<file path="src/rtl/lcd_mode_pkg.sv">
`timescale 1ns/1ps
package lcd_mode_pkg;
  localparam int CFG_AW  = 2;
  localparam int CFG_DW  = 8;
  localparam int CON_W   = 4;
  localparam int POL_BIT = 4;

  localparam logic [CFG_AW-1:0] ADDR_CTRL     = 2'd0;
  localparam logic [CFG_AW-1:0] ADDR_CONTRAST = 2'd1;

  typedef enum logic [1:0] {
    MODE_OFF     = 2'd0,
    MODE_NORMAL  = 2'd1,
    MODE_ALL_ON  = 2'd2,
    MODE_ALL_OFF = 2'd3
  } disp_mode_e;

  typedef struct packed {
    disp_mode_e mode;
    logic       pol_n;
  } pix_cfg_t;
endpackage

</file>
<file path="src/rtl/lcd_cfg_regs.sv">
`timescale 1ns/1ps
module lcd_cfg_regs
  import lcd_mode_pkg::*;
#(
  parameter logic [CON_W-1:0] CON_RESET = 4'd7
) (
  input  logic              clk,
  input  logic              rst_n,
  input  logic              cfg_we,
  input  logic [CFG_AW-1:0] cfg_addr,
  input  logic [CFG_DW-1:0] cfg_wdata,
  output logic [CFG_DW-1:0] cfg_rdata,
  input  logic              sleep_req,
  output pix_cfg_t          cfg_eff,
  output logic [CON_W-1:0]  contrast
);
  disp_mode_e       mode_saved;
  logic             pol_n_q;
  logic             sleep_q;
  logic [CON_W-1:0] con_q;
  disp_mode_e       mode_eff;
  logic             wdata_unused;

  assign wdata_unused = ^{cfg_wdata[CFG_DW-1:POL_BIT+1], cfg_wdata[POL_BIT-1:2]};

  always_ff @(posedge clk or negedge rst_n) begin
    if (!rst_n) begin
      mode_saved <= MODE_OFF;
      pol_n_q    <= 1'b1;
      con_q      <= CON_RESET;
      sleep_q    <= 1'b0;
    end else begin
      sleep_q <= sleep_req;
      if (cfg_we && cfg_addr == ADDR_CTRL) begin
        mode_saved <= disp_mode_e'(cfg_wdata[1:0]);
        pol_n_q    <= cfg_wdata[POL_BIT];
      end
      if (cfg_we && cfg_addr == ADDR_CONTRAST)
        con_q <= cfg_wdata[CON_W-1:0];
    end
  end

  assign mode_eff      = sleep_q ? MODE_OFF : mode_saved;
  assign cfg_eff.mode  = mode_eff;
  assign cfg_eff.pol_n = pol_n_q;
  assign contrast      = con_q;

  always_comb begin
    cfg_rdata = '0;
    case (cfg_addr)
      ADDR_CTRL: begin
        cfg_rdata[1:0]     = mode_eff;
        cfg_rdata[POL_BIT] = pol_n_q;
      end
      ADDR_CONTRAST: cfg_rdata[CON_W-1:0] = con_q;
      default: cfg_rdata = '0;
    endcase
  end
endmodule

</file>
<file path="src/rtl/lcd_pix_map.sv">
`timescale 1ns/1ps
module lcd_pix_map
  import lcd_mode_pkg::*;
#(
  parameter int PIX_W = 8
) (
  input  pix_cfg_t         cfg,
  input  logic [PIX_W-1:0] mem_bits,
  output logic [PIX_W-1:0] seg_bits
);
  logic inv;
  assign inv = ~cfg.pol_n;

  for (genvar i = 0; i < PIX_W; i++) begin : g_bit
    always_comb begin
      case (cfg.mode)
        MODE_NORMAL:  seg_bits[i] = mem_bits[i] ^ inv;
        MODE_ALL_ON:  seg_bits[i] = ~inv;
        MODE_ALL_OFF: seg_bits[i] = 1'b0;
        default:      seg_bits[i] = 1'b0;
      endcase
    end
  end
endmodule

</file>
<file path="src/rtl/lcd_pix_stage.sv">
`timescale 1ns/1ps
module lcd_pix_stage #(
  parameter int W = 8
) (
  input  logic         clk,
  input  logic         rst_n,
  input  logic         in_valid,
  output logic         in_ready,
  input  logic [W-1:0] in_data,
  output logic         out_valid,
  input  logic         out_ready,
  output logic [W-1:0] out_data
);
  logic         full_q;
  logic [W-1:0] data_q;
  logic         take;

  assign in_ready = !full_q || out_ready;
  assign take     = in_valid && in_ready;

  always_ff @(posedge clk or negedge rst_n) begin
    if (!rst_n) begin
      full_q <= 1'b0;
      data_q <= '0;
    end else if (take) begin
      full_q <= 1'b1;
      data_q <= in_data;
    end else if (out_ready) begin
      full_q <= 1'b0;
    end
  end

  assign out_valid = full_q;
  assign out_data  = data_q;
endmodule

</file>
<file path="src/rtl/lcd_mode_ctrl.sv">
`timescale 1ns/1ps
module lcd_mode_ctrl
  import lcd_mode_pkg::*;
#(
  parameter int PIX_W = 8
) (
  input  logic             clk,
  input  logic             rst_n,
  input  logic             cfg_we,
  input  logic [1:0]       cfg_addr,
  input  logic [7:0]       cfg_wdata,
  output logic [7:0]       cfg_rdata,
  input  logic             sleep_req,
  input  logic             pix_in_valid,
  output logic             pix_in_ready,
  input  logic [PIX_W-1:0] pix_in_data,
  output logic             pix_out_valid,
  input  logic             pix_out_ready,
  output logic [PIX_W-1:0] pix_out_data,
  output logic             com_dynamic,
  output logic             reg_en,
  output logic [3:0]       contrast
);
  pix_cfg_t         cfg_eff;
  logic [PIX_W-1:0] seg_bits;

  lcd_cfg_regs u_regs (
    .clk       (clk),
    .rst_n     (rst_n),
    .cfg_we    (cfg_we),
    .cfg_addr  (cfg_addr),
    .cfg_wdata (cfg_wdata),
    .cfg_rdata (cfg_rdata),
    .sleep_req (sleep_req),
    .cfg_eff   (cfg_eff),
    .contrast  (contrast)
  );

  lcd_pix_map #(.PIX_W(PIX_W)) u_map (
    .cfg      (cfg_eff),
    .mem_bits (pix_in_data),
    .seg_bits (seg_bits)
  );

  lcd_pix_stage #(.W(PIX_W)) u_stage (
    .clk       (clk),
    .rst_n     (rst_n),
    .in_valid  (pix_in_valid),
    .in_ready  (pix_in_ready),
    .in_data   (seg_bits),
    .out_valid (pix_out_valid),
    .out_ready (pix_out_ready),
    .out_data  (pix_out_data)
  );

  assign reg_en      = (cfg_eff.mode != MODE_OFF);
  assign com_dynamic = (cfg_eff.mode != MODE_ALL_OFF);
endmodule

</file>
<file path="config.mk">
export PLATFORM = sky130hd
export DESIGN_NAME = lcd_mode_ctrl
export DESIGN_NICKNAME = d
export VERILOG_FILES = /design/src/rtl/lcd_mode_pkg.sv /design/src/rtl/lcd_cfg_regs.sv /design/src/rtl/lcd_pix_map.sv /design/src/rtl/lcd_pix_stage.sv /design/src/rtl/lcd_mode_ctrl.sv
export SDC_FILE = /design/constraint.sdc
export NUM_CORES = 1
export LEC_CHECK = 0
export ABC_AREA = 1
export CAP_MARGIN = 0
export CORE_MARGIN = 4
export CORE_UTILIZATION = 40
export CTS_CLUSTER_DIAMETER = 40
export CTS_CLUSTER_SIZE = 30
export DETAILED_ROUTE_END_ITERATION = 6
export GPL_TIMING_DRIVEN = 1
export MAX_ROUTING_LAYER = met4
export PLACE_DENSITY = 0.78
export SLEW_MARGIN = 10
export SYNTH_ARGS = -nofsm -noshare
export SYNTH_HDL_FRONTEND = slang
export SYNTH_SLANG_ARGS = --single-unit
</file>
<file path="constraint.sdc">
create_clock -name clk -period 1.8 [get_ports clk]
set_clock_uncertainty 0.1 [all_clocks]
set_input_delay 0.36 -clock clk [delete_from_list [all_inputs] [get_ports clk]]
set_output_delay 0.36 -clock clk [all_outputs]
set_load 0.01 [all_outputs]
</file>
==> out/results.ini <==
[run_status]
status = complete, no violations

[cts]
cts.sinks = 17
htree_num_levels = 1
cts_root_buf = clkbuf_4
cts_hold_buf = 0
clk_pin_slew_ps = 90
clockBufferDepth = 2
cts_tree = yes
worstSkewPairLatency_ps = 280
numCtsBuffers = 3

[worst_setup_path]
end_kind = primary output
worstPathArrival_ps = 1230
slowest_delay_ps = 560
worst-path-buf-inv = 1
critPathLaunchType = flip-flop
cp_cell_sequence = clkdlybuf4s50_1
cp.required_ps = 1340
slowest_stage = clkdlybuf4s50_1
crit_family = buffers and inverters
crit_path_max_fanout = 2
critPathKind = flip-flop to primary output

[sta]
setup_ws_ps = 108
slew_violations = 0
hold_viol = 0
setup_violations = 0
max_freq_ghz = 0.591
fin_crit_sh = 0.940
min_period_ps = 1690
rsz0062_at_grt = no
tns_ps = 0

[logic_synthesis]
ys_warn_count = 0
netlist_area_mm2 = 0.00102
ys_ff_latch = 17
ys_types = 19
syn_inst = 138
synth.yosys.seq_area_share = 0.422
syn_avg_cell_area_um2 = 7.39

[detailed_routing]
dr.pass1.iters = 4
avgRoutedWirePerCell_um = 10.7
wirelength_um = 2380
num_vias = 1014
drt_iter0_markers = 21
viasPerCell = 4.55
ant_nets = 0
drcViolationCount = 0

[final_layout]
design_area_mm2 = 0.00154
post-route-util = 0.627
layout_common_cells = nand2_1, clkdlybuf4s50_1, inv_1
drive_gt1_frac = 0.223
final_common_cell = nand2_1
areaGrowthSynthToFinish_pct = 50.9
finalNetCount = 222
insertedDiodeCount = 0

[job]
drv_cap = 0

[floorplan]
ios = 48
die-height_um = 58.5
die_area_mm2 = 0.00342
core-area_mm2 = 0.00245
die_w_um = 58.5
initial_utilization = 0.415
row_count = 18

[place]
pre_cts_slack_ps = -429
hpwl_um = 1920
gp_congestion = 0.811
place_area_mm2 = 0.00149
port-buffer-count = 41

[global_route]
track_usage = 0.148
grt_pass1_vias = 934
overflow = 0
grt_pass1_wl_um = 3800
antenna_found_initial = 0
grt_max_degree = 18

[power_and_ir_drop]
cellPowerDensity_mw_per_mm2 = 675
peakVddDrop_uv = 714
p_leak_uw = 0.000882

[hold_path]
hold_class = input pin to async pin

[path summary, 6_finish.rpt]
path	to	slack, ps	start	depth (start not counted)
worst min-delay path	u_regs.mode_saved[1]	290	rst_n	2
min in group clk	u_stage.out_data[6]	390	u_stage.out_data[6]	2
worst min register to register	u_stage.out_data[6]	390	u_stage.out_data[6]	2
worst max-delay path	pix_out_valid	110	u_stage.out_valid	1
max in group asynchronous	u_regs.contrast[2]	1060	rst_n	2
worst max register to register	u_stage.out_data[7]	240	u_regs.sleep_q	9
[metal layers]
metal  vias to the layer above  share of wire  GRT usage  wire length, µm
met5                         -              0          -                0
met1                       457           0.40      0.168              956
li1                        517              -          -                -
met2                        38           0.52      0.263             1240
met3                         2          0.076     0.0417              181
met4                         0         0.0025     0.0232                6
[area by class of cell]
class	instances	area, µm²
Multi-Input combinational cell	95	484
Timing Repair Buffer	54	469
Sequential cell	17	430
Inverter	23	91.3
Fill cell	231	916
Clock buffer	4	26.3
Tap cell	30	37.5
[stage by stage]
stage / hold WS, ps / instances / power, µW
after floorplan: -35.6 / 140 / 661
after global placement: 365 / 213 / 837
after detailed placement: 365 / 213 / 850
after CTS: 289 / 220 / 1040
after global routing: 293 / 223 / 1110
final: 294 / 223 / 1040
[synth_stat cells (all sizes together)]
cell type  instances  area [µm²]
a21oi              3        15.0
inv               23        91.3
nand2             62         260
o21ai              6        30.0
nand3              8        40.0
dfstp              4         105
dfrtp             13         325
conb               1        3.75
buf                5        41.3
ha                 4        50.1
nor2               9        57.6
[state kept, by name, indices dropped and copies added, names as in the netlist]
register and count:
u_regs.contrast 4, u_regs.mode_saved 2, u_regs.pol_n_q 1, u_regs.sleep_q 1
u_stage.out_data 8, u_stage.out_valid 1
[power by group]
part,switching (µW),internal (µW)
clock network,106,86.0
registers,32.1,436
logic,190,188
total,328,710
[kinds of logic (layout without fill, tap and decap cells)]
family / Yosys count / count (layout) / share of synthesized area
AND/OR/NAND/NOR: 79 / 79 / 0.351
adder cells (fa/ha/maj): 4 / 4 / 0.0491
buffers and inverters: 28 / 81 / 0.130
flip-flops: 17 / 17 / 0.422
AO/OA/AOI/OAI: 9 / 9 / 0.0442
other: 1 / 3 / 0.00368
[what timing repair did]
action,4_1_cts,5_1_grt
resized for setup,35,11
pin swaps,2,2
gates cloned,0,0
endpoints found under the setup margin,11,5
setup buffers,3,3
Power figures use the tool's default switching activity.
